`src/rtl/acal_pkg.sv`:
```
package acal_pkg;
    localparam int CH_W      = 3;
    localparam int CH_GND    = 0;
    localparam int CH_REF    = 1;
    localparam int CH_FIRST  = 2;
    localparam int CH_LAST   = 7;

    typedef enum logic [1:0] {
        ST_REQ  = 2'd0,
        ST_NEXT = 2'd1,
        ST_CALC = 2'd2,
        ST_DIV  = 2'd3
    } seq_state_e;
endpackage

```
`src/rtl/acal_prep.sv`:
```
module acal_prep #(
    parameter int W = 8
) (
    input  logic [W-1:0]   zero_i,
    input  logic [W-1:0]   refr_i,
    input  logic [W-1:0]   raw_i,
    output logic [2*W-1:0] num_o,
    output logic [W-1:0]   den_o,
    output logic           cal_ok_o
);
    localparam logic [2*W-1:0] FULL_X = {{W{1'b0}}, {W{1'b1}}};

    logic [2*W-1:0] diff_x;

    always_comb begin
        cal_ok_o = (refr_i > zero_i);
        den_o    = refr_i - zero_i;
        diff_x   = {{W{1'b0}}, raw_i - zero_i};
        if (raw_i > zero_i) begin
            num_o = diff_x * FULL_X;
        end else begin
            num_o = '0;
        end
    end
endmodule

```
`src/rtl/acal_div.sv`:
```
module acal_div #(
    parameter int NW = 16,
    parameter int DW = 8
) (
    input  logic          clk,
    input  logic          rst_n,
    input  logic          start_i,
    input  logic [NW-1:0] num_i,
    input  logic [DW-1:0] den_i,
    output logic          done_o,
    output logic [NW-1:0] quo_o
);
    localparam int CW = $clog2(NW + 1);

    typedef struct packed {
        logic [DW-1:0] rem;
        logic [NW-1:0] quo;
        logic [CW-1:0] cnt;
        logic          run;
        logic          done;
    } div_t;

    div_t q, d;
    logic [DW:0] shifted;
    logic [DW:0] trial;

    always_comb begin
        d       = q;
        d.done  = 1'b0;
        shifted = {q.rem, q.quo[NW-1]};
        trial   = shifted - {1'b0, den_i};
        if (start_i) begin
            d.rem = '0;
            d.quo = num_i;
            d.cnt = CW'(NW);
            d.run = 1'b1;
        end else if (q.run) begin
            if (!trial[DW]) begin
                d.rem = trial[DW-1:0];
                d.quo = {q.quo[NW-2:0], 1'b1};
            end else begin
                d.rem = shifted[DW-1:0];
                d.quo = {q.quo[NW-2:0], 1'b0};
            end
            d.cnt = q.cnt - 1'b1;
            if (q.cnt == CW'(1)) begin
                d.run  = 1'b0;
                d.done = 1'b1;
            end
        end
    end

    always_ff @(posedge clk) begin
        if (!rst_n) begin
            q <= '0;
        end else begin
            q <= d;
        end
    end

    assign done_o = q.done;
    assign quo_o  = q.quo;
endmodule

```
`src/rtl/acal_seq.sv`:
```
module acal_seq
    import acal_pkg::*;
#(
    parameter int W = 8
) (
    input  logic            clk,
    input  logic            rst_n,
    output logic            conv_req,
    output logic [CH_W-1:0] conv_sel,
    input  logic            conv_done,
    input  logic [W-1:0]    conv_data,
    output logic            res_valid,
    output logic [W-1:0]    res_value,
    output logic [CH_W-1:0] res_chan,
    output logic            res_range,
    output logic            res_bad,
    output logic            cycle_done
);
    localparam int NW = 2 * W;
    localparam logic [NW-1:0] FULL_N = {{W{1'b0}}, {W{1'b1}}};

    typedef struct packed {
        seq_state_e      st;
        logic [CH_W-1:0] ch;
        logic [W-1:0]    zero;
        logic [W-1:0]    refr;
        logic [W-1:0]    raw;
        logic            ovalid;
        logic [W-1:0]    ovalue;
        logic [CH_W-1:0] ochan;
        logic            orange;
        logic            obad;
        logic            cdone;
    } seq_t;

    seq_t q, d;

    logic [NW-1:0] num;
    logic [W-1:0]  den;
    logic          cal_ok;
    logic          div_start;
    logic          div_done;
    logic [NW-1:0] quo;

    acal_prep #(.W(W)) u_prep (
        .zero_i   (q.zero),
        .refr_i   (q.refr),
        .raw_i    (q.raw),
        .num_o    (num),
        .den_o    (den),
        .cal_ok_o (cal_ok)
    );

    assign div_start = (q.st == ST_CALC) && cal_ok;

    acal_div #(.NW(NW), .DW(W)) u_div (
        .clk     (clk),
        .rst_n   (rst_n),
        .start_i (div_start),
        .num_i   (num),
        .den_i   (den),
        .done_o  (div_done),
        .quo_o   (quo)
    );

    always_comb begin
        d        = q;
        d.ovalid = 1'b0;
        d.cdone  = 1'b0;
        case (q.st)
            ST_REQ: begin
                if (conv_done) begin
                    if (q.ch == CH_W'(CH_GND)) begin
                        d.zero = conv_data;
                        d.st   = ST_NEXT;
                    end else if (q.ch == CH_W'(CH_REF)) begin
                        d.refr = conv_data;
                        d.st   = ST_NEXT;
                    end else begin
                        d.raw = conv_data;
                        d.st  = ST_CALC;
                    end
                end
            end
            ST_CALC: begin
                if (cal_ok) begin
                    d.st = ST_DIV;
                end else begin
                    d.ovalid = 1'b1;
                    d.obad   = 1'b1;
                    d.ovalue = '0;
                    d.ochan  = q.ch;
                    d.orange = q.ch[0];
                    d.st     = ST_NEXT;
                end
            end
            ST_DIV: begin
                if (div_done) begin
                    d.ovalid = 1'b1;
                    d.obad   = 1'b0;
                    d.ovalue = (quo > FULL_N) ? {W{1'b1}} : quo[W-1:0];
                    d.ochan  = q.ch;
                    d.orange = q.ch[0];
                    d.st     = ST_NEXT;
                end
            end
            default: begin
                if (q.ch == CH_W'(CH_LAST)) begin
                    d.ch    = CH_W'(CH_GND);
                    d.cdone = 1'b1;
                end else begin
                    d.ch = q.ch + 1'b1;
                end
                d.st = ST_REQ;
            end
        endcase
    end

    always_ff @(posedge clk) begin
        if (!rst_n) begin
            q <= '0;
        end else begin
            q <= d;
        end
    end

    assign conv_req   = (q.st == ST_REQ);
    assign conv_sel   = q.ch;
    assign res_valid  = q.ovalid;
    assign res_value  = q.ovalue;
    assign res_chan   = q.ochan;
    assign res_range  = q.orange;
    assign res_bad    = q.obad;
    assign cycle_done = q.cdone;
endmodule

```
`config.mk`:
```
export PLATFORM = sky130hd
export DESIGN_NAME = acal_seq
export DESIGN_NICKNAME = d
export VERILOG_FILES = /design/src/rtl/acal_pkg.sv /design/src/rtl/acal_prep.sv /design/src/rtl/acal_div.sv /design/src/rtl/acal_seq.sv
export SDC_FILE = /design/constraint.sdc
export NUM_CORES = 1
export LEC_CHECK = 0
export BUFFER_PORTS_ARGS = -buffer_cell sky130_fd_sc_hd__buf_2
export CAP_MARGIN = 20
export CORE_ASPECT_RATIO = 1.2
export CORE_MARGIN = 1
export CORE_UTILIZATION = 30
export CTS_CLUSTER_DIAMETER = 50
export DETAILED_ROUTE_END_ITERATION = 8
export GPL_TIMING_DRIVEN = 0
export SLEW_MARGIN = 10
export SYNTH_ARGS = -nofsm -noshare
export SYNTH_HDL_FRONTEND = slang
export SYNTH_SLANG_ARGS = --single-unit
```
`constraint.sdc`:
```
create_clock -name clk -period 5.95 [get_ports clk]
set_clock_uncertainty 0.1 [all_clocks]
set_input_delay 1.19 -clock clk [delete_from_list [all_inputs] [get_ports clk]]
set_output_delay 1.19 -clock clk [all_outputs]
set_load 0.02 [all_outputs]
```
; Yosys cells after proc, flatten, opt, wreduce, memory -nomap -nowiden
; Index checks and enable logic that the tools add are counted.
[word_totals]
input_bits = 11
regBits = 75
[classes]
addsub = 5
bitwise_logic = 4
n_reduce_logical = 14
eq_ne = 8
mul = 1
order_cmp = 3
muxes = 17
[op_table]
columns = cell, n
row1 = 2-to-1 mux 14 bit, 2
row2 = case mux 14 bit (2 select lines), 1
row3 = 2-to-1 mux 24 bit, 1
row4 = 2-to-1 mux 23 bit, 1
row5 = 2-to-1 mux 22 bit, 1
row6 = > comparator 16 x 8 -> 1 bit (second input constant), 1
row7 = > comparator 8 bit, 2
row8 = multiplier 8 x 8 -> 16 bit (second input constant), 1
row9 = 2-to-1 mux 16 bit, 1
row10 = subtractor 8 bit, 2
row11 = 2-to-1 mux 2 bit, 6
row12 = subtractor 9 x 8 -> 9 bit, 1
row13 = 2-to-1 mux 8 bit, 1
row14 = AND reduction 4 bit, 2
row15 = case mux 2 bit (3 select lines), 1
row16 = AND reduction 3 bit, 2
row17 = OR reduction 3 bit, 2
row18 = equality test 5 x 1 -> 1 bit (second input constant), 1
row19 = subtractor 5 x 1 -> 5 bit (second input constant), 1
row20 = equality test 2 bit (second input constant), 2
row21 = != test 2 x 1 -> 1 bit (second input constant), 2
row22 = NOT 1 bit, 4
row23 = nonzero test 2 bit, 2
row24 = OR reduction 4 bit, 1
row25 = 11 further kinds, 11

; Depth between registers and ports, before layout
; Gate-level depths: netlist (run 1).
[logic_depth]
word_depth = 5
mapped_depth = 24
mapped_depth_nobuf = 24

; Hierarchy
; From an unflattened synthesis (run 1), not the netlist that was laid out.
[hier_totals]
hier_cells = 742
area_unflattened_um2 = 6296.0
[by_module_without_submodules]
columns = module, area_each_um2, cells_per_inst, seq_area_each_um2, n_inst
row1 = acal_prep, 2481.1, 310, 0.0, 1
row2 = acal_div, 1955.6, 227, 620.6, 1
row3 = acal_seq, 1859.3, 205, 860.8, 1

; Worst setup path before layout (run 1)
; OpenSTA, ideal clock, no wires.
[synth_timing]
path_type = register -> register
from = register q[32] (netlist name)
to = register u_div.q (netlist bit u_div.quo_o[14])
path_slack_ps = 193
setup_ps = 70
path_stages_with_launch = 22
t_arrival_ps = 5587
n_path_buf = 0
cell_sequence = dfxtp_1 inv_1 ha_1 nor2b_1 o31a_1 o311a_4 o21a_1 nor2_1 xnor2_1 ha_1 fa_1 inv_1 fa_1 fa_1 inv_1 ha_1 or4_1 a21oi_1 nor2_1 a311oi_1 mux2_2 a21oi_1
[synth_between]
elab_chain_len = 4
elab_cells_between_ends = 8
classes_between = add/sub (1) / mul (1) / order compare (2) / mux (2) / reduce/logical (2)
[synth_lines]
columns = element, line
row1 = from (decl), acal_seq.sv:36  ; seq_t q, d;
row2 = from (signal assigned), acal_seq.sv:121  ; q <= '0;
row3 = from (signal assigned), acal_seq.sv:123  ; q <= d;
row4 = subtractor 8 bit, acal_prep.sv:18  ; diff_x = {{W{1'b0}}, raw_i - zero_i};
row5 = multiplier 8 x 8 -> 16 bit, acal_prep.sv:20  ; num_o = diff_x * FULL_X;
row6 = 2-to-1 mux 16 bit, acal_prep.sv:19  ; if (raw_i > zero_i) begin
row7 = 2-to-1 mux 22 bit, acal_div.sv:32  ; if (start_i) begin
row8 = to (signal assigned), acal_div.sv:55  ; q <= '0;
row9 = to (signal assigned), acal_div.sv:57  ; q <= d;
row10 = to (decl), acal_div.sv:23  ; div_t q, d;
; Several ways; a longest one is shown, not always the timed one.
; A chain may end at the register's enable or synchronous reset.

; Worst setup path after layout (run 1)
; Same ends and word-level chain as after synthesis.

==> flow_summary.rst, run 1 <==
.. list-table::
   :header-rows: 1

   * - Metric
     - Value
   * - First-iteration detailed-routing DRC count
     - 160
   * - DR vias
     - 4493
   * - Core utilization of the finished layout
     - a little over a third
   * - Setup slack of the worst register-to-register path
     - 0.20 ns
   * - Count of port buffers added during placement
     - 29
   * - Sort of element at the start of the critical path
     - register
   * - Inst Count DP
     - 940
   * - Count of final hold-check violations
     - 0
   * - Result of the run
     - completed
   * - Sum of overflow across all layers after global routing
     - 0
   * - Critical path peak fanout
     - 4
   * - Routed Wire Length
     - around 13000 microns
   * - Fraction of layout instances using a drive strength above 1
     - between 10% and 20%
   * - Worst hold slack
     - roughly 0.37 ns
   * - Fin crit period
     - roughly 5.7 ns
   * - Filler instances
     - 1996
   * - Type of the worst setup path
     - reg2reg
   * - First-pass GRT wire length
     - 21000 microns
   * - Crit path depth
     - 21
   * - Standard-cell rows
     - 55
   * - Warning count from the yosys run
     - 0
   * - Count of hold buffers inserted by post-cts repair
     - 0
   * - Number of H-tree levels
     - 3
   * - Count of cell types in the netlist
     - 50
   * - Number of antenna violations at the first check in global routing
     - 0
   * - Primary flip-flop cell chosen by synthesis mapping
     - dfxtp_1
   * - Average footprint of a synthesized cell
     - 8.99 sq um
   * - Register bit count reported by yosys
     - 74
   * - Worst hold path stage count
     - 2
   * - Final Wtd Congestion
     - 0.828
   * - Sinks on Clock Net
     - 74
   * - Maximum clock path buffer count
     - 2
   * - Cells along the critical path
     - inv_2 > ha_1 > nor2b_1 > o31a_1 > o311a_4 > o21a_1 > nor2_2 > xnor2_2 > ha_4 > fa_1 > inv_1 > fa_1 > fa_1 > inv_1 > ha_2 > or4_4 > a21oi_4 > nor2_1 > a311oi_1 > mux2_2 > a21oi_2
   * - Portion of the post-synthesis area used by sequential elements
     - 25.2%
   * - Floorplan core area
     - 19100 sq um
   * - Worst path bufs/invs
     - 3
   * - Max incr delay on CP
     - 0.53 ns
   * - Detail Placement HPWL
     - roughly 9900 microns
   * - Die outline width
     - around 130 microns
   * - Number of nets still failing antenna checks after routing
     - 0
   * - Arrival time of the worst setup path
     - 5.93 ns
   * - Worst hold-check path type
     - reg2reg
   * - Floorplan die height
     - 155 microns
   * - Maximum number of pins on one net before global-route repair
     - 16
   * - Number of vias per cell
     - 4.64
   * - Critical Path Most Common Cell
     - fa_1
   * - Area growth syn-to-layout
     - 16.0%
   * - Post-synth EDFFs
     - 0
   * - Count of antenna diodes in the layout
     - 0
   * - Detailed-router iteration count before antenna repair
     - 4
   * - Non-filler cells in the finished layout
     - 968
   * - Routed wirelength normalized by instance count
     - between 10 and 15 microns
   * - Synth Net Count
     - about 760
   * - Clock Root Buffer
     - clkbuf_16
   * - Global-route usage over all layers
     - 13.3%
   * - Total standard cell area after synthesis
     - between 5000 and 6000 sq um
   * - Count of max-cap constraint violations
     - 0
   * - Cell with the largest stage delay on the worst path
     - fa_1
   * - Number of buffers created by CTS
     - 9
   * - Maximum achievable frequency
     - 0.174 GHz
   * - Count of cells along the worst register-to-register path
     - 21
   * - Commonest non-fill, non-tap cells in the layout
     - inv_1 (76), dfxtp_1 (72), ha_1 (66)
   * - Data required time at the worst endpoint
     - roughly 6.1 ns
   * - Most frequent standard cell in the layout excluding fill and tap cells
     - inv_1
   * - Clk Latency, worst-skew pair
     - 0.34 ns
   * - Initial Util
     - 30.9%
   * - Crit end category
     - register
   * - Number of slew-limit violations in the final report
     - 0
   * - Asr flop ratio synth
     - 0%
   * - Layout Nets
     - 810
   * - Io pins
     - 30
   * - Delay-heaviest family, CP
     - adder cells
   * - Clock input transition at the sequential cells of the worst setup and hold paths
     - 0.07 ns
   * - TritonCTS clock tree
     - done
   * - Die footprint
     - 20200 sq um
   * - Worst rel slew slack
     - 54.2%
   * - Post-synthesis instance total
     - 655
   * - Drt drc
     - 0
   * - Number of global-route vias before repair
     - between 4000 and 5000
   * - Transition time at the pin with the least slew margin
     - 0.688 ns
   * - Fin crit share
     - ~97%
   * - Setup violation total in the final timing report
     - 0
[sequential cells by signal, summed over array words and instances, names as in the netlist]
name and flops:
q 26, u_div.quo_o 16, u_div.q 14, res_value 8, conv_sel 3, res_chan 3, cycle_done 1, res_bad 1
res_valid 1, u_div.done_o 1
[layout make-up]
type / instances / area [sq um] / share of cell area (%)
clock buffers: 9 / 225 / 3.30
plain buffers: 33 / 176 / 2.58
inverters: 77 / 289 / 4.23
flip-flops and latches: 74 / 1480 / 21.7
repair buffers: 41 / 235 / 3.44
well taps: 256 / 320 / 4.69
clock inverters: 7 / 58.8 / 0.861
multi-input cells: 471 / 4040 / 59.2
[per-stage QoR]
step | setup TNS (ns) | setup slack [ns] | instance area [sq um]
after CTS | 0 | 0.0145 | 6720
final | 0 | 0.204 | 6830
after global routing | -0.0176 | -0.0176 | 6830
after floorplan | 0 | 0.193 | 5890
after detailed placement | -0.408 | -0.298 | 6350
after global placement | -0.342 | -0.307 | 6350
[per-layer routing]
metal / vias to the layer above / share of wire (%) / GRT usage (%)
li1: 2319 / - / -
met1: 2124 / 45 / 16.1
met2: 38 / 51 / 23.8
met3: 12 / 2.0 / 1.62
met4: 0 / 1.8 / 4.93
met5: - / 0 / 0
[cells by family after synthesis]
family / share of synthesized area [%]
adders and majority gates: 22.8
DFF: 25.2
buffers and inverters: 7.91
muxes: 9.29
and+or+nand+nor: 14.4
AOI/OAI and AO/OA: 13.2
xor gates and xnor gates: 7.21
[tightest hold or removal path, cell delays in order, from the launching register on]
cell and delay (ns):
dfxtp_1 0.31, nand2_1 0.05, a21boi_0 0.06
[repair_timing]
action / in CTS / in global routing
pin swaps: 4 / 13
endpoints found under the setup margin: 4 / 5
cloned: 0 / 0
setup buffers: 6 / 6
resized for setup: 8 / 14
[path summary, 6_finish.rpt]
kind,from,end
worst max-delay path,q[32],u_div.quo_o[14]
worst min-delay path,res_chan[2],res_chan[2]
worst max register to register,q[32],u_div.quo_o[14]
worst min register to register,res_chan[2],res_chan[2]
[cells in the mapped netlist (16+ instances only)]
library cell | number | area (sq um)
xor2_1 | 16 | 140
xnor2_1 | 25 | 219
ha_1 | 69 | 863
nor2_1 | 50 | 188
fa_1 | 23 | 460
nand2_1 | 19 | 71.3
dfxtp_1 | 74 | 1480
o21a_1 | 20 | 150
mux2i_1 | 49 | 490
a21oi_1 | 26 | 130
clkbuf_1 | 19 | 71.3
nor2b_1 | 42 | 263
inv_1 | 77 | 289
Power of run 1 is left out: the tool's default activity adds up to more than one toggle a clock period on the data nets, which glitch-free logic cannot reach.
==> inputs of run 2 (changes only) <==
--- a/config.mk
+++ b/config.mk
@@ -9,10 +9,9 @@
 export CAP_MARGIN = 20
 export CORE_ASPECT_RATIO = 1.2
 export CORE_MARGIN = 1
-export CORE_UTILIZATION = 30
+export CORE_UTILIZATION = 35
 export CTS_CLUSTER_DIAMETER = 50
 export DETAILED_ROUTE_END_ITERATION = 8
-export GPL_TIMING_DRIVEN = 0
 export SLEW_MARGIN = 10
 export SYNTH_ARGS = -nofsm -noshare
 export SYNTH_HDL_FRONTEND = slang
==> run 2 against run 1 <==
  * Clock-buffer cell count rose by 2
  * Non-clock buffer count fell by 33
  * Routed wire length fell by 6.4%
  * Critical path depth did not move
  * Worst setup slack improved by 0.060 ns
  * Critical endpoint unchanged
==> flow_summary.rst, run 2 (same netlist as run 1, synthesis figures left out) <==
.. list-table::
   :header-rows: 1

   * - Metric
     - Value
   * - GRT busiest layer
     - met2
   * - Detailed-router iteration count before antenna repair
     - 4 (unchanged)
   * - Routed wirelength normalized by instance count
     - 13.2 microns (+1.7%)
   * - Most frequent standard cell in the layout excluding fill and tap cells
     - inv_1
   * - Fin crit share
     - 95.6% (-1.0 points)
   * - Fin crit period
     - 5.69 ns (-0.0598 ns)
   * - Filler instances
     - 1666 (-17%)
   * - Number of nets still failing antenna checks after routing
     - 0 (unchanged)
   * - Number of vias per cell
     - 4.91 (+5.8%)
   * - Multi-input combinational cell area
     - 4000 sq um (-1.1%)
   * - Critical Path Most Common Cell
     - fa_1
   * - Met3 track utilization from global routing
     - 2.01% (+0.39 points)
   * - Arrival time of the worst setup path
     - 5.86 ns (-0.07 ns)
   * - Maximum clock path buffer count
     - 2 (unchanged)
   * - Clock input transition at the sequential cells of the worst setup and hold paths
     - 0.06 ns (about the same)
   * - Setup violation total in the final timing report
     - 0 (unchanged)
   * - Number of buffers created by CTS
     - 9 (unchanged)
   * - Routed Wire Length
     - 11700 microns (-6.4%)
   * - Worst rel slew slack
     - 50.3% (-3.9 points)
   * - Final Worst Setup Slack
     - 0.264 ns (+0.0598 ns)
   * - DR vias
     - 4375 (-2.6%)
   * - Final Wtd Congestion
     - 0.829 (about the same)
   * - Number of slew-limit violations in the final report
     - 0 (unchanged)
   * - Crit end category
     - register
   * - Cells along the critical path
     - inv_4 > ha_4 > nor2b_2 > o31a_1 > o311a_4 > o21a_1 > nor2_1 > xnor2_1 > ha_1 > fa_1 > inv_1 > fa_1 > fa_1 > inv_1 > ha_2 > or4_4 > a21oi_4 > nor2_1 > a311oi_1 > mux2_2 > a21oi_2
   * - Number of flip-flops under the largest register name
     - 26 (unchanged)
   * - Number of antenna violations at the first check in global routing
     - 0 (unchanged)
   * - Type of the worst setup path
     - reg2reg
   * - Die footprint
     - 17300 sq um (-14%)
   * - Largest register by flop count
     - q
   * - Commonest non-fill, non-tap cells in the layout
     - inv_1 (76), dfxtp_1 (72), ha_1 (66)
   * - Layout Nets
     - 777 (-4.1%)
   * - Worst hold path stage count
     - 2 (unchanged)
   * - Worst setup slack before clock tree synthesis
     - 0.0570 ns (+0.355 ns)
   * - Transition time at the pin with the least slew margin
     - 0.744 ns (+0.0568 ns)
   * - Number of H-tree levels
     - 3 (unchanged)
   * - Count of final hold-check violations
     - 0 (unchanged)
   * - Detail Placement HPWL
     - 9210 microns (-7.1%)
   * - Count of antenna diodes in the layout
     - 0 (unchanged)
   * - Worst hold-check path type
     - reg2reg
   * - Sum of overflow across all layers after global routing
     - 0 (unchanged)
   * - Core utilization of the finished layout
     - 40.4% (+4.6 points)
   * - Worst path bufs/invs
     - 3 (unchanged)
   * - Count of hold buffers inserted by post-cts repair
     - 0 (unchanged)
   * - Terminating pin of the worst hold path
     - res_chan[2]
   * - FF-to-FF End
     - u_div.quo_o[14]
   * - Global Route met2 Usage
     - 26.8% (+3.1 points)
   * - Global-route usage over all layers
     - 14.4% (+1.1 points)
   * - Maximum number of pins on one net before global-route repair
     - 57 (+41)
   * - Clk Latency, worst-skew pair
     - 0.33 ns (about the same)
   * - Sinks on Clock Net
     - 74 (unchanged)
   * - First-iteration detailed-routing DRC count
     - 180 (+13%)
   * - Initial Util
     - 36.0% (+5.2 points)
   * - First-pass GRT wire length
     - 20000 microns (-4.7%)
   * - Setup repair after global routing missed its margin
     - no
   * - Start point of the worst hold path
     - res_chan[2]
   * - Standard-cell rows
     - 51 (-7.3%)
   * - Floorplan core area
     - 16300 sq um (-14%)
   * - R2r startpoint
     - q[32]
   * - Die outline width
     - 120 microns (-7.3%)
   * - Delay-heaviest family, CP
     - adder cells
   * - GRT met1 Usage
     - 16.7% (+0.61 points)
   * - Flip-flop and latch area
     - 1480 sq um (unchanged)
   * - Critical path peak fanout
     - 4 (unchanged)
   * - Setup slack of the worst register-to-register path
     - 0.26 ns (+0.06 ns)
   * - Drt drc
     - 0 (unchanged)
   * - Post-detailed-placement cell area
     - 6170 sq um (-2.8%)
   * - Clock Root Buffer
     - clkbuf_16
   * - Floorplan die height
     - 144 microns (-7.3%)
   * - TritonCTS clock tree
     - done
   * - Number of global-route vias before repair
     - 4181 (-3.8%)
   * - Count of max-cap constraint violations
     - 0 (unchanged)
   * - Maximum achievable frequency
     - 0.176 GHz (+1.1%)
   * - Data required time at the worst endpoint
     - 6.13 ns (about the same)
   * - Final design area excluding fillers
     - 6600 sq um (-3.3%)
   * - Cell with the largest stage delay on the worst path
     - fa_1
   * - Count of cells along the worst register-to-register path
     - 21 (unchanged)
   * - Count of port buffers added during placement
     - 29 (unchanged)
   * - Result of the run
     - completed
   * - Setup TNS Final
     - 0 ns (unchanged)
   * - Fraction of layout instances using a drive strength above 1
     - 12.2% (-1.8 points)
   * - Sort of element at the start of the critical path
     - register
   * - Max incr delay on CP
     - 0.55 ns (+0.02 ns)
   * - Io pins
     - 30 (unchanged)
   * - Area growth syn-to-layout
     - 12.2%
[run 2: cell count changes in the layout (fill, tap and decap cells not counted), moves of 2 or more]
cell / previous run / this run
buf_4: 26 / 12
nor2b_1: 42 / 40
nor2_1: 47 / 49
clkbuf_1: 19 / 1
nor2b_2: 0 / 2
inv_6: 4 / 1
bufinv_16: 0 / 2
[run 2: worst min-delay path, stage by stage (launching register included)]
cell and delay (ns):
dfxtp_1 0.30, nand2_1 0.04, a21boi_0 0.06
[run 2: worst max path at each step]
stage	cells past startpoint	endpoint	start	slack [ns]
global placement	21	u_div.quo_o[14]	q[32]	0.21
CTS	20	u_div.quo_o[14]	q[32]	0.05
floorplan	21	u_div.quo_o[14]	q[32]	0.19
global route	20	u_div.quo_o[14]	q[31]	0.01
finish	21	u_div.quo_o[14]	q[32]	0.26
detailed placement	21	u_div.quo_o[14]	q[32]	0.06
[run 2: stage by stage]
stage | hold WS [ns] | std cells
after floorplan | 0.341 | 655
after global placement | 0.350 | 870
after detailed placement | 0.361 | 870
after CTS | 0.370 | 886
after global routing | 0.387 | 891
final | 0.359 | 891
[run 2: what timing repair did]
action	in CTS	in global routing
gates resized for setup	0	16
setup buffers	0	4
setup endpoints to repair	0	4
[run 2: layout make-up]
| class | count | share of cell area [%] |
|---|---|---|
| flip-flops and latches | 74 | 22.5 |
| inverters | 77 | 4.42 |
| repair buffers | 41 | 3.56 |
| clock inverters | 5 | 1.29 |
| well taps | 212 | 4.02 |
| multi-input cells | 471 | 60.6 |
| clock buffers | 11 | 3.68 |
[run 2: metal layers]
metal  up-vias  wire length, microns
li1       2250                     -
met1      2073                  5200
met2        39                  6160
met3        13                   183
met4         0                   182
met5         -                     0
Power of run 2 is left out for the same reason.
==> inputs of run 3 (changes only) <==
--- a/config.mk
+++ b/config.mk
@@ -5,6 +5,7 @@
 export SDC_FILE = /design/constraint.sdc
 export NUM_CORES = 1
 export LEC_CHECK = 0
+export ABC_AREA = 1
 export BUFFER_PORTS_ARGS = -buffer_cell sky130_fd_sc_hd__buf_2
 export CAP_MARGIN = 20
 export CORE_ASPECT_RATIO = 1.2
==> run 3 against run 2 <==
  * Die area grew 3.3%
  * Critical path depth grew 7
  * First-iteration DRC count grew 51%
  * Critical path type unchanged
  * Critical endpoint is now u_div.quo_o[12]
  * Largest cell class unchanged
==> flow_summary.rst, run 3 <==
.. list-table::
   :header-rows: 1

   * - Metric
     - Value
   * - Count of final hold-check violations
     - 0 (unchanged)
   * - Io pins
     - 30 (unchanged)
   * - Filler instances
     - 1808 (+8.5%)
   * - Worst path bufs/invs
     - 6 (+3)
   * - Detail Placement HPWL
     - 11000 microns (+19%)
   * - Main area contributors after synthesis
     - dfxtp_1 (24%), ha_1 (14%), nand2_1 (12%)
   * - Arrival time of the worst setup path
     - 5.36 ns (-0.50 ns)
   * - Portion of the post-synthesis area used by sequential elements
     - 24.3% (-0.83 points)
   * - Start point of the critical path
     - q[31]
   * - Routed wirelength normalized by instance count
     - 12.2 microns (-7.4%)
   * - Number of slew-limit violations in the final report
     - 0 (unchanged)
   * - Setup crit end
     - u_div.quo_o[12]
   * - Data required time at the worst endpoint
     - 6.07 ns (-0.06 ns)
   * - Number of flip-flops under the largest register name
     - 26 (unchanged)
   * - Asr flop ratio synth
     - 0% (unchanged)
   * - Cell type with the largest total area after synthesis
     - dfxtp_1
   * - Most frequent standard cell in the layout excluding fill and tap cells
     - nand2_1
   * - Standard-cell rows
     - 52 (+2.0%)
   * - Primary flip-flop cell chosen by synthesis mapping
     - dfxtp_1
   * - Number of antenna violations at the first check in global routing
     - 0 (unchanged)
   * - Cell with the largest stage delay on the worst path
     - fa_1
   * - Warning count from the yosys run
     - 0 (unchanged)
   * - Number of setup buffers added after CTS
     - 0 (unchanged)
   * - Maximum clock path buffer count
     - 2 (unchanged)
   * - Critical path peak fanout
     - 5 (+1)
   * - Number of vias per cell
     - 4.69 (-4.5%)
   * - Count of hold buffers inserted by post-cts repair
     - 0 (unchanged)
   * - Routed Wire Length
     - 13500 microns (+15%)
   * - R2r startpoint
     - q[31]
   * - Crit path depth
     - 28 (+33%)
   * - Number of global-route vias before repair
     - 5141 (+23%)
   * - Detailed-router iteration count before antenna repair
     - 4 (unchanged)
   * - Delay-heaviest family, CP
     - adder cells
   * - Setup slack of the worst register-to-register path
     - 0.71 ns (+0.44 ns)
   * - Final Wtd Congestion
     - 0.874 (+5.5%)
   * - Post-synthesis instance total
     - 871 (+33%)
   * - Die footprint
     - 17900 sq um (+3.3%)
   * - Worst hold-check path type
     - reg2reg
   * - Layout Nets
     - 988 (+27%)
   * - Type of the worst setup path
     - reg2reg
   * - Fraction of layout instances using a drive strength above 1
     - 8.43% (-3.8 points)
   * - Synth Net Count
     - 974 (+28%)
   * - First-pass GRT wire length
     - 23700 microns (+19%)
   * - First-iteration detailed-routing DRC count
     - 272 (+51%)
   * - Share of the synthesized area in the top cell type
     - 24.3% (-0.83 points)
   * - Register bit count reported by yosys
     - 74 (unchanged)
   * - Floorplan core area
     - 16900 sq um (+3.6%)
   * - Setup repair after global routing missed its margin
     - no
   * - Worst rel slew slack
     - 44.8% (-5.5 points)
   * - Maximum number of pins on one net before global-route repair
     - 46 (-19%)
   * - Result of the run
     - completed
   * - Initial Util
     - 36.0% (-0.053 points)
   * - Count of cell types in the netlist
     - 39 (-22%)
   * - Setup violation total in the final timing report
     - 0 (unchanged)
   * - Floorplan die height
     - 146 microns (+1.7%)
   * - Transition time at the pin with the least slew margin
     - 0.829 ns (+0.0843 ns)
   * - Crit end category
     - register
   * - Largest register by flop count
     - q
   * - Leading cell type by number of instances after synthesis
     - nand2_1
   * - Worst hold path stage count
     - 2 (unchanged)
   * - Sort of element at the start of the critical path
     - register
   * - Post-synth EDFFs
     - 0 (unchanged)
   * - Critical Path Most Common Cell
     - nand2_1
   * - Count of antenna diodes in the layout
     - 0 (unchanged)
   * - Number of buffers created by CTS
     - 9 (unchanged)
   * - Drt drc
     - 0 (unchanged)
   * - Die outline width
     - 122 microns (+1.7%)
   * - # resized after CTS
     - 0 (unchanged)
   * - Area growth syn-to-layout
     - 8.84%
   * - Count of cells along the worst register-to-register path
     - 28 (+33%)
   * - Setup TNS Final
     - 0 ns (unchanged)
   * - Multi-input combinational cell area
     - 3830 sq um (-4.2%)
   * - FF-to-FF End
     - u_div.quo_o[12]
   * - Max incr delay on CP
     - 0.53 ns (-0.02 ns)
   * - Clock Root Buffer
     - clkbuf_16
   * - Clk Latency, worst-skew pair
     - 0.33 ns (about the same)
   * - Fin crit share
     - 88.2% (-7.4 points)
   * - Flip-flop and latch area
     - 1480 sq um (-0.17%)
   * - Global-route usage over all layers
     - 16.3% (+2.0 points)
   * - Number of nets still failing antenna checks after routing
     - 0 (unchanged)
   * - Maximum achievable frequency
     - 0.191 GHz (+8.4%)
   * - Sum of overflow across all layers after global routing
     - 0 (unchanged)
   * - TritonCTS clock tree
     - done
   * - Commonest cells in the synthesized netlist
     - nand2_1 (187), inv_1 (153), dfxtp_1 (74)
   * - Commonest non-fill, non-tap cells in the layout
     - nand2_1 (187), inv_1 (153), dfxtp_1 (74)
   * - Average footprint of a synthesized cell
     - 6.99 sq um (-22%)
   * - Count of port buffers added during placement
     - 29 (unchanged)
   * - DR vias
     - 5186 (+19%)
   * - Number of H-tree levels
     - 3 (unchanged)
   * - Clock input transition at the sequential cells of the worst setup and hold paths
     - 0.06 ns (about the same)
   * - Count of max-cap constraint violations
     - 0 (unchanged)
   * - Fin crit period
     - 5.24 ns (-0.441 ns)
   * - Total standard cell area after synthesis
     - 6090 sq um (+3.4%)
   * - Sinks on Clock Net
     - 74 (unchanged)
[run 3: changes by cell type in the layout (fill, tap and decap cells not counted), sizes merged, moves of 9 or more]
cell	delta
nor2b	-42
o22ai	-13
mux2i	-49
o21ai	+28
nand3	+55
nand2	+179
xnor2	-21
inv	+85
nor2	+24
buf	-11
o21a	-18
and3	-14
a21oi	+36
a21o	-9
[run 3: cells by family after synthesis]
kind of cell / synth area share, %
simple gates: 26.2
buf+inv: 12.7
compound gates: 11.6
fa+ha+maj: 21.8
flops: 24.3
xor+xnor: 3.45
[run 3: stage by stage]
| step | instances | util [%] | hold slack, ns | worst slack [ns] | area (sq um) |
|---|---|---|---|---|---|
| 5_1_grt | 1106 | 39.2 | 0.391 | 0.234 | 6620 |
| 4_1_cts | 1106 | 39.2 | 0.361 | 0.715 | 6620 |
| 6_report | 1106 | 39.2 | 0.359 | 0.705 | 6620 |
| 3_3_place_gp | 1090 | 37.5 | 0.349 | 0.804 | 6340 |
| 2_1_floorplan | 871 | - | 0.335 | 1.06 | 6090 |
| 3_5_place_dp | 1090 | 37.5 | 0.353 | 0.733 | 6340 |
[run 3: layer usage]
metal / wire (microns) / part of all wire (%) / GRT usage (%)
met5: 0 / 0 / 0
met4: 329 / 2.4 / 6.40
met3: 252 / 1.9 / 1.80
met2: 6730 / 50 / 29.0
met1: 6160 / 46 / 19.7
[run 3: worst min path at each step]
stage	from	to	slack (ns)
after floorplan	q[15]	q[15]	0.34
after global placement	q[15]	q[15]	0.35
after detailed placement	res_value[7]	res_value[7]	0.35
after CTS	res_value[7]	res_value[7]	0.36
after global routing	res_value[6]	res_value[6]	0.39
final	res_value[7]	res_value[7]	0.36
[run 3: cell type report]
type	instances	share of cell area (%)
Inverter	162	9.18
Clock inverter	5	0.567
Timing Repair Buffer	30	2.30
Tap cell	216	4.08
Sequential cell	74	22.4
Multi-Input combinational cell	608	57.8
Clock buffer	11	3.66
[run 3: worst register-to-register path, delay by kind of cell (launching register included)]
kind	cells	cell delay [ns]
AOI/OAI and AO/OA	1	0.07
xor gates and xnor gates	1	0.26
adders and majority gates	6	2.49
buffers and inverters	6	0.45
DFF	1	0.36
and+or+nand+nor	14	1.42
Power of run 3 is left out for the same reason.
